## config.mk

```make
export PLATFORM = sky130hd
export DESIGN_NAME = rpm_unit
export DESIGN_NICKNAME = d
export VERILOG_FILES = /design/src/rtl/rpm_pkg.sv /design/src/rtl/coef_decomp.sv /design/src/rtl/coef_store.sv /design/src/rtl/shift_add_core.sv /design/src/rtl/rpm_unit.sv
export SDC_FILE = /design/constraint.sdc
export NUM_CORES = 1
export LEC_CHECK = 0
export ABC_AREA = 0
export CAP_MARGIN = 20
export CORE_UTILIZATION = 65
export CTS_CLUSTER_DIAMETER = 200
export DETAILED_ROUTE_END_ITERATION = 8
export GPL_TIMING_DRIVEN = 0
export PLACE_DENSITY = 0.86
export REMOVE_ABC_BUFFERS = 1
export SLEW_MARGIN = 20
export SYNTH_ARGS = -nofsm -noshare
export SYNTH_HDL_FRONTEND = slang
export SYNTH_SLANG_ARGS = --single-unit
```

## constraint.sdc

```tcl
create_clock -name clk -period 19.46 [get_ports clk]
set_input_delay 5.838 -clock clk [delete_from_list [all_inputs] [get_ports clk]]
set_output_delay 5.838 -clock clk [all_outputs]
set_load 0.01 [all_outputs]
```

## src/rtl/rpm_pkg.sv

```systemverilog
// Package: shared types for the shift-add coefficient multiplier.
// Assumes no coefficient magnitude needs a shift wider than TERM_SH_W bits.
package rpm_pkg;
    localparam int unsigned TERM_SH_W = 4;

    // One power-of-two term: an enable flag and a left-shift amount.
    typedef struct packed {
        logic                 en;
        logic [TERM_SH_W-1:0] sh;
    } term_t;
endpackage

```

## src/rtl/coef_decomp.sv

```systemverilog
// coef_decomp: combinational. It forms the coefficient s - c - m1 and
// reports its sign. It also splits the coefficient's magnitude into up to
// NTERM power-of-two terms, taking the lowest set bit first.
// Assumes s and c are unsigned and that NTERM >= the popcount of any magnitude.
module coef_decomp
    import rpm_pkg::*;
#(
    parameter int unsigned COEF_W = 4,
    parameter int unsigned NTERM  = COEF_W
) (
    input  logic [COEF_W-1:0] s_in,
    input  logic [COEF_W-1:0] c_in,
    input  logic              m1,
    output logic              neg,
    output term_t [NTERM-1:0] terms
);
    localparam int unsigned DW   = COEF_W + 2;
    localparam int unsigned MAGW = COEF_W + 1;

    logic signed [DW-1:0] diff;
    logic        [DW-1:0] absval;
    logic      [MAGW-1:0] mag;

    // Form the signed coefficient and its magnitude.
    always_comb begin
        diff   = $signed({2'b00, s_in}) - $signed({2'b00, c_in})
               - $signed({{(DW-1){1'b0}}, m1});
        neg    = diff[DW-1];
        absval = neg ? (~diff + 1'b1) : diff;
        mag    = absval[MAGW-1:0];
    end

    // Term k takes the position of the k-th set bit of the magnitude.
    always_comb begin
        terms = '0;
        for (int k = 0; k < NTERM; k++) begin
            int cnt;
            cnt = 0;
            for (int b = 0; b < MAGW; b++) begin
                if (mag[b]) begin
                    if (cnt == k) begin
                        terms[k].en = 1'b1;
                        terms[k].sh = TERM_SH_W'(b);
                    end
                    cnt = cnt + 1;
                end
            end
        end
    end
endmodule

```

## src/rtl/coef_store.sv

```systemverilog
// coef_store: holds both weights and a pre-decomposed term list for each
// of the two coefficient functions. The lists are rebuilt only on a write,
// and the write data is used directly, so the new lists take effect at the
// same edge as the new weights.
// Assumes a synchronous active-low reset.
module coef_store
    import rpm_pkg::*;
#(
    parameter int unsigned COEF_W = 4,
    parameter int unsigned NTERM  = COEF_W
) (
    input  logic              clk,
    input  logic              rst_n,
    input  logic              s_we,
    input  logic [COEF_W-1:0] s_val,
    input  logic              c_we,
    input  logic [COEF_W-1:0] c_val,
    output logic              neg_q   [2],
    output term_t [NTERM-1:0] terms_q [2]
);
    logic [COEF_W-1:0] s_q, c_q, s_nx, c_nx;
    logic              neg_d   [2];
    term_t [NTERM-1:0] terms_d [2];

    // Next weight values: write data or held value, forced to zero in reset.
    always_comb begin
        s_nx = !rst_n ? '0 : (s_we ? s_val : s_q);
        c_nx = !rst_n ? '0 : (c_we ? c_val : c_q);
    end

    // One decomposer per coefficient function.
    for (genvar f = 0; f < 2; f++) begin : g_dec
        coef_decomp #(.COEF_W(COEF_W), .NTERM(NTERM)) u_dec (
            .s_in  (s_nx),
            .c_in  (c_nx),
            .m1    (f[0]),
            .neg   (neg_d[f]),
            .terms (terms_d[f])
        );
    end

    // Load weights and term lists on reset or on any write.
    always_ff @(posedge clk) begin
        if (!rst_n || s_we || c_we) begin
            s_q <= s_nx;
            c_q <= c_nx;
            for (int f = 0; f < 2; f++) begin
                neg_q[f]   <= neg_d[f];
                terms_q[f] <= terms_d[f];
            end
        end
    end

    // term lists hold steady when neither weight is written.
    assert_lists_hold_R3: assert property (@(posedge clk) disable iff (!rst_n)
        (!s_we && !c_we) |=> ($stable(terms_q[0]) && $stable(terms_q[1])
                              && $stable(neg_q[0]) && $stable(neg_q[1])));

    // a negative coefficient is never zero, so its first term is active.
    assert_neg_nonzero_R4: assert property (@(posedge clk) disable iff (!rst_n)
        (neg_q[0] -> terms_q[0][0].en) && (neg_q[1] -> terms_q[1][0].en));
endmodule

```

## src/rtl/shift_add_core.sv

```systemverilog
// shift_add_core: selects the term list for the requested function,
// shifts the pixel by each active term and sums the terms in an adder
// chain. It negates the sum for a negative coefficient and registers the
// signed result.
// Assumes the sum of the terms fits in PIX_W + COEF_W + 1 bits.
module shift_add_core
    import rpm_pkg::*;
#(
    parameter int unsigned PIX_W  = 8,
    parameter int unsigned COEF_W = 4,
    parameter int unsigned NTERM  = COEF_W
) (
    input  logic                           clk,
    input  logic                           rst_n,
    input  logic [PIX_W-1:0]               pix,
    input  logic                           fsel,
    input  logic                           neg_q   [2],
    input  term_t [NTERM-1:0]              terms_q [2],
    output logic signed [PIX_W+COEF_W+1:0] prod_q
);
    localparam int unsigned SUM_W = PIX_W + COEF_W + 1;
    localparam int unsigned OUT_W = SUM_W + 1;
    localparam int          MAXP  = ((2 ** PIX_W) - 1) * (2 ** COEF_W);

    term_t [NTERM-1:0] sel_terms;
    logic              sel_neg;
    logic [SUM_W-1:0]  shifted [NTERM];
    logic [SUM_W-1:0]  partial [NTERM];
    logic signed [OUT_W-1:0] signed_sum;

    // Function multiplexer: pick one coefficient's term list and sign.
    always_comb begin
        sel_terms = fsel ? terms_q[1] : terms_q[0];
        sel_neg   = fsel ? neg_q[1]   : neg_q[0];
    end

    // Shifters: one per term, zero when the term is unused.
    for (genvar k = 0; k < NTERM; k++) begin : g_shift
        always_comb begin
            shifted[k] = sel_terms[k].en
                       ? ({{(SUM_W-PIX_W){1'b0}}, pix} << sel_terms[k].sh)
                       : '0;
        end
    end

    // Adder chain: NTERM-1 adders accumulate the shifted terms.
    assign partial[0] = shifted[0];
    for (genvar k = 1; k < NTERM; k++) begin : g_add
        assign partial[k] = partial[k-1] + shifted[k];
    end

    // Sign circuit: two's-complement negate for a negative coefficient.
    always_comb begin
        signed_sum = $signed({1'b0, partial[NTERM-1]});
        if (sel_neg) signed_sum = -signed_sum;
    end

    // Output register: one cycle of latency.
    always_ff @(posedge clk) begin
        if (!rst_n) prod_q <= '0;
        else        prod_q <= signed_sum;
    end

    // an empty term list means a zero coefficient and a zero product.
    assert_zero_coef_R5: assert property (@(posedge clk) disable iff (!rst_n)
        (!sel_terms[0].en) |=> (prod_q == '0));

    // a negative coefficient on a non-zero pixel gives a negative product.
    assert_neg_product_R4: assert property (@(posedge clk) disable iff (!rst_n)
        (sel_neg && pix != '0) |=> prod_q[OUT_W-1]);

    // a non-negative coefficient never gives a negative product.
    assert_pos_product_R1: assert property (@(posedge clk) disable iff (!rst_n)
        (!sel_neg) |=> !prod_q[OUT_W-1]);

    // the product stays within the range the widths allow.
    assert_range_R8: assert property (@(posedge clk) disable iff (!rst_n)
        (int'(prod_q) <= MAXP) && (int'(prod_q) >= -MAXP));
endmodule

```

## src/rtl/rpm_unit.sv

```systemverilog
// rpm_unit: top of the coefficient shift-add multiplier. It scales an
// unsigned pixel by (S-C) or (S-C-1), with one cycle of latency.
// Assumes S and C are written through their own strobes and that the
// synchronous active-low reset is held for at least one clock edge.
module rpm_unit
    import rpm_pkg::*;
#(
    parameter int unsigned PIX_W  = 8,
    parameter int unsigned COEF_W = 4
) (
    input  logic                           clk,
    input  logic                           rst_n,
    input  logic [PIX_W-1:0]               pix_in,
    input  logic                           func_sel,
    input  logic                           s_we,
    input  logic [COEF_W-1:0]              s_val,
    input  logic                           c_we,
    input  logic [COEF_W-1:0]              c_val,
    output logic signed [PIX_W+COEF_W+1:0] prod_out
);
    localparam int unsigned NTERM = COEF_W;

    logic              neg_q   [2];
    term_t [NTERM-1:0] terms_q [2];

    // Weight registers and pre-decomposed term lists.
    coef_store #(.COEF_W(COEF_W), .NTERM(NTERM)) u_store (
        .clk     (clk),
        .rst_n   (rst_n),
        .s_we    (s_we),
        .s_val   (s_val),
        .c_we    (c_we),
        .c_val   (c_val),
        .neg_q   (neg_q),
        .terms_q (terms_q)
    );

    // Shift, add and sign datapath.
    shift_add_core #(.PIX_W(PIX_W), .COEF_W(COEF_W), .NTERM(NTERM)) u_core (
        .clk     (clk),
        .rst_n   (rst_n),
        .pix     (pix_in),
        .fsel    (func_sel),
        .neg_q   (neg_q),
        .terms_q (terms_q),
        .prod_q  (prod_out)
    );

    // reset leaves a zero product.
    assert_reset_clear_R7: assert property (@(posedge clk)
        (!rst_n) |=> (prod_out == '0));
endmodule

```

==> flow_summary_export.csv, run 1 <==
group,metric,value,unit
routing,wl,14.7,mm
min_path,hold_class,"reg -> reg",
clock_tree,cts_root_buffer,"clkbuf_8",
routing,drt_iter0_drc,279,
sta,fin_crit,11480,ps
synthesis,yosysTopAreaCell,"edfxtp_1",
sta,setup_tns,0,ps
synthesis,ys.flop_type,"edfxtp_1",
routing,routed_via_density,6.30,
clock_tree,ctsResizeCount,0,
setup_path,required,19650,ps
sta,finalMaxSlewViolations,0,
global_route,grt_first_pass_wirelength,24.5,mm
outcome,status,"finished clean",
final_layout,final_cell_mix,"inv_1, mux2i_1, a21oi_1, nor2_1, edfxtp_1",
final_layout,area_growth,7.95,%
sta,setup_violations,0,
min_path,hp-start,"u_store.c_q[3]",
clock_tree,tritoncts,"yes",
routing,via_count,5245,
clock_tree,cts_hold_repair.buffers,0,
floorplanning,design.die.area,10100,sq um
sta,finalHoldViolations,0,
clock_tree,ctsLongestPathBuffers,2,
setup_path,worstReg2RegEnd,"u_core.prod_q[12]",
final_layout,n_antenna_cell,0,
clock_tree,htreeDepth,2,
routing,remaining_drc_errors,0,
routing,drtPass1Iterations,5,
routing,routedWlPerCell,17.6,um
clock_tree,cts_buffers,5,
final_layout,stdcell_area,6780,sq um
sta,relSlewSlack,29.5,%
placement,hpwl,11.2,mm
floorplanning,num_rows,35,
final_layout,layout_commonest_cell,"inv_1",
clock_tree,cts.clk_slew.worst_paths,100,ps
setup_path,cp-end-kind,"register",
synthesis,syn_inst,689,
setup_path,crit_type,"in -> reg",
final_layout,drive_gt1_share,7.97,%
flow_run,drv_cap,0,
placement,place.port_buffers,34,
synthesis,synth-edff-count,42,
clock_tree,worstSkewPairLatency,310,ps
setup_path,rr_startpoint,"u_store.terms_q[0]",
synthesis,synth_area_leaders,"edfxtp_1, fa_1, mux2i_1, ha_1, dfxtp_1",
global_route,antenna_found_initial,0,
synthesis,syn_area_per_cell,9.12,sq um
sta,period_share,59.0,%
sta,worst_pin_slew,1040,ps
final_layout,fin_nets,789,
clock_tree,clock-sinks,56,
global_route,grt_max_degree,36,
global_route,grt_util_all_layers,30.6,%
synthesis,synth-seq-cells,56,
setup_path,slowest_delay,940,ps
sta,skew,15.1,ps
setup_path,critical_path.max_fanout,35,
setup_path,crit_family,"adder cells",
floorplanning,io_pins,35,
placement,dpl-instance-area,6650,sq um
setup_path,critPathLaunchType,"input pin",
setup_path,r2r_cells,17,
min_path,hold_path_end,"u_store.c_q[3]",
min_path,holdPathStages,3,
sta,rsz0062_at_grt,"false",
setup_path,path_buf_inv,3,
clock_tree,post_cts_buffers,0,
placement,globalplace.congestion,0.947,
synthesis,synth_top_cell_area_share,20.1,%
setup_path,cp_slowest_cell,"mux2i_2",
global_route,overflow,0,
setup_path,arrival,11670,ps
synthesis,ys_types,81,
floorplanning,die_y,100,um
synthesis,async_flop_share,0,%
floorplanning,core,9280,sq um
setup_path,crit_chain,"buf_2 -> mux2i_2 -> mux2i_1 -> o21ai_0 -> and2_1 -> fa_1 -> inv_1 -> fa_1 -> inv_1 -> ha_1 -> a21o_1 -> and4_1 -> o21a_1 -> o311ai_1 -> nand2_1 -> nor4_1 -> nand3b_1 -> mux2i_1",
global_route,first_global_vias,5071,
routing,ant_nets,0,
synthesis,synth_seq_area_share,24.5,%
synthesis,yosysWarnings,0,
setup_path,reg2reg_slack,13830,ps
synthesis,synth_area,6280,sq um
sta,timing.hold.ws,685,ps
floorplanning,start_util,67.7,%
sta,fmax,0.0871,GHz
floorplanning,die_w,100,um
## synth_stat cells (3+ instances only)
cell	n
a211oi_1	15
a21o_1	14
a21oi_1	50
a22o_1	4
a22oi_1	6
a31oi_1	5
a32o_1	4
a32oi_1	4
and2_1	17
and3_1	11
buf_2	4
buf_6	5
clkbuf_1	17
dfxtp_1	14
edfxtp_1	42
fa_1	26
ha_1	40
inv_1	67
mux2_2	12
mux2i_1	52
nand2_1	40
nand2b_1	8
nand3_1	14
nand4_1	10
nor2_1	50
nor2b_1	18
nor3_1	17
nor4_1	11
o2111ai_1	5
o21a_1	5
o21ai_0	15
or2_2	3
or3_1	3
xnor2_1	13
xor2_1	7
## worst register-to-register path, cell delays in order (launching register included)
cell and delay, ps:
edfxtp_1 390, mux2i_2 820, mux2i_1 330, o21ai_0 130
and2_1 200, fa_1 560, inv_1 70, fa_1 620
inv_1 60, ha_1 290, a21o_1 170, and4_1 250
o21a_1 230, o311ai_1 430, nand2_1 180, nor4_1 470
nand3b_1 190, mux2i_1 100
## sequential cells by signal, indices dropped and copies added (netlist names)
register,cells
u_store.terms_q,32
u_core.prod_q,14
u_store.c_q,4
u_store.s_q,4
u_store.neg_q,2
## worst max path at each step
stage,from,to,cells after the start
after CTS,func_sel,u_core.prod_q[12],18
after global placement,func_sel,u_core.prod_q[12],18
after global routing,func_sel,u_core.prod_q[12],18
after floorplan,func_sel,u_core.prod_q[11],17
final,func_sel,u_core.prod_q[12],18
after detailed placement,func_sel,u_core.prod_q[12],18
## final cells by class
cell class | instances | area (sq um)
Clock buffer | 6 | 72.6
Fill cell | 693 | 2500
Multi-Input combinational cell | 535 | 4330
Timing Repair Buffer | 35 | 355
Inverter | 69 | 259
Tap cell | 129 | 161
Sequential cell | 56 | 1540
Clock inverter | 2 | 60.1
## through the flow
| stage | worst slack [ps] | utilization, % | std cells |
|---|---|---|---|
| 2_1_floorplan | 9160 | - | 660 |
| 3_3_place_gp | 7110 | 71.4 | 823 |
| 3_5_place_dp | 7860 | 71.6 | 824 |
| 4_1_cts | 8050 | 73.0 | 832 |
| 5_1_grt | 7630 | 73.0 | 832 |
| 6_report | 7980 | 73.0 | 832 |
## layer usage
layer / vias to the layer above / wire, um / global-route usage [%]
met5: - / 0 / 0
met2: 216 / 7370 / 54.4
met1: 2486 / 6140 / 39.5
li1: 2507 / - / -
met3: 36 / 755 / 3.13
met4: 0 / 402 / 8.70
## logic make-up (layout without fill, tap and decap cells)
family                     count (synthesis)  count (layout)  share of synthesized area [%]
DFF                                       56              56                           24.5
buffers and inverters                     98             112                           6.61
AOI/OAI and AO/OA                        154             154                           17.2
adders and majority gates                 66              66                           16.3
and+or+nand+nor                          221             221                           18.9
muxes                                     70              70                           12.2
xor gates and xnor gates                  24              24                           4.36
Power of run 1 is not shown: default switching activity piles up to over one toggle a cycle in this logic, so the estimate is an artifact.
==> run 2, diff against run 1 <==
--- a/config.mk
+++ b/config.mk
@@ -7,11 +7,11 @@
 export LEC_CHECK = 0
 export ABC_AREA = 0
 export CAP_MARGIN = 20
-export CORE_UTILIZATION = 65
+export CORE_UTILIZATION = 62
 export CTS_CLUSTER_DIAMETER = 200
 export DETAILED_ROUTE_END_ITERATION = 8
 export GPL_TIMING_DRIVEN = 0
-export PLACE_DENSITY = 0.86
+export PLACE_DENSITY = 0.82
 export REMOVE_ABC_BUFFERS = 1
 export SLEW_MARGIN = 20
 export SYNTH_ARGS = -nofsm -noshare
==> constraint.sdc (replaced) <==
create_clock -name clk -period 11.4 [get_ports clk]
set_input_delay 3.42 -clock clk [delete_from_list [all_inputs] [get_ports clk]]
set_output_delay 3.42 -clock clk [all_outputs]
set_load 0.01 [all_outputs]
==> run 2 against run 1 <==
Net effect:
- via count decreased by 2.2%
- routed wire length decreased by 4.5%
- count of clock-buffer cells in the layout decreased by 1
- final cell count increased by 0.48%
- die area increased by 4.7%
- critical path type unchanged
==> flow_summary_export.csv, run 2 (same netlist as run 1, synthesis figures left out) <==
group,metric,value,unit
final_layout,reg_top3,"u_store.terms_q x32, u_core.prod_q x14",
final_layout,fin_nets,789,
clock_tree,cts_root_buffer,"clkbuf_8",
sta,setup_violations,0,
global_route,first_global_vias,4847,
setup_path,critical_path.max_fanout,35,
min_path,holdPathStages,2,
clock_tree,tritoncts,"yes",
placement,post-place-cells,828,
final_layout,drive_gt1_share,7.97,%
routing,routed_via_density,6.14,
clock_tree,clock-sinks,56,
clock_tree,cts_buffers,5,
clock_tree,post_cts_buffers,0,
floorplanning,num_rows,36,
final_layout,postLayoutCoreUtil,69.0,%
floorplanning,die_y,103,um
routing,drtPass1Iterations,5,
sta,setup_tns,0,ps
sta,fmax,0.112,GHz
sta,fin_crit,8940,ps
setup_path,crit_type,"in -> reg",
final_layout,n_antenna_cell,0,
final_layout,largest_reg_flops,32,
flow_run,drv_cap,0,
setup_path,critPathCapture,"u_core.prod_q[12]",
clock_tree,ctsLongestPathBuffers,2,
clock_tree,ctsResizeCount,0,
sta,finalHoldViolations,0,
placement,globalplace.congestion,0.979,
global_route,grt_util_all_layers,27.8,%
final_layout,area_growth,7.31,%
setup_path,rr_startpoint,"u_store.terms_q[0]",
routing,via_count,5132,
routing,ant_nets,0,
sta,finalMaxSlewViolations,0,
setup_path,r2r_cells,17,
sta,rsz0062_at_grt,"false",
clock_tree,cts_hold_repair.buffers,0,
sta,skew,9.70,ps
routing,wl,14.0,mm
routing,drt_iter0_drc,257,
setup_path,cp-end-kind,"register",
global_route,grt_first_pass_wirelength,22.9,mm
setup_path,required,11590,ps
global_route,grt_max_degree,36,
floorplanning,core,9770,sq um
floorplanning,design.die.area,10500,sq um
setup_path,worstReg2RegEnd,"u_core.prod_q[12]",
final_layout,final_cells,836,
clock_tree,cts.clk_slew.worst_paths,100,ps
placement,place.port_buffers,34,
routing,remaining_drc_errors,0,
final_layout,layout_commonest_cell,"inv_1",
global_route,antenna_found_initial,0,
global_route,overflow,0,
sta,worst_pin_slew,1000,ps
routing,routedWlPerCell,16.8,um
setup_path,reg2reg_slack,5870,ps
clock_tree,worstSkewPairLatency,310,ps
setup_path,crit_start,"func_sel",
final_layout,regMostFlops,"u_store.terms_q",
outcome,status,"finished clean",
setup_path,arrival,9140,ps
sta,period_share,78.4,%
floorplanning,start_util,64.3,%
final_layout,final_cell_mix,"inv_1, mux2i_1, a21oi_1, nor2_1, edfxtp_1",
min_path,hold_class,"reg -> reg",
floorplanning,io_pins,35,
clock_tree,htreeDepth,2,
sta,timing.hold.ws,684,ps
floorplanning,die_w,103,um
placement,hpwl,11.2,mm
sta,relSlewSlack,31.8,%
setup_path,critPathLaunchType,"input pin",
-- run 2: worst min-delay path by stage --
stage,startpoint,end,slack (ps)
2_1_floorplan,u_store.c_q[0],u_store.c_q[0],610
6_report,u_store.c_q[0],u_store.c_q[0],680
3_3_place_gp,u_store.c_q[0],u_store.c_q[0],640
5_1_grt,u_store.s_q[3],u_store.s_q[3],720
3_5_place_dp,u_store.c_q[0],u_store.c_q[0],650
4_1_cts,u_store.c_q[0],u_store.c_q[0],680
-- run 2: layout make-up --
cell class / instances / area, sq um
clock buffer: 5 / 68.8
fill: 799 / 3030
tap: 133 / 166
clock inverter: 3 / 18.8
multi-input combinational: 535 / 4330
timing repair buffer: 35 / 355
sequential: 56 / 1540
inverter: 69 / 259
-- run 2: critical path: stages --
cell and delay [ps]:
buf_2 590, mux2i_2 920, mux2i_1 380, mux2i_1 140, and2_1 190, fa_1 550
inv_1 60, fa_1 540, inv_1 40, ha_1 330, nor2b_1 160, o2111ai_1 310
nand2_1 160, a311oi_1 390, xnor2_1 200, nor4_1 470, nand3b_1 170, mux2i_1 90
-- run 2: metrics by stage --
step / setup WS [ps] / instance area, sq um
6_report: 2460 / 6740
3_3_place_gp: 1420 / 6630
3_5_place_dp: 2220 / 6650
5_1_grt: 2030 / 6740
4_1_cts: 2530 / 6740
2_1_floorplan: 3520 / 6120
-- run 2: metal layers --
layer	GRT usage [%]	wire [um]
met1	36.0	6020
met2	48.3	6890
met3	3.32	742
met4	9.34	356
met5	0	0
Power of run 2 is left out for the same reason.
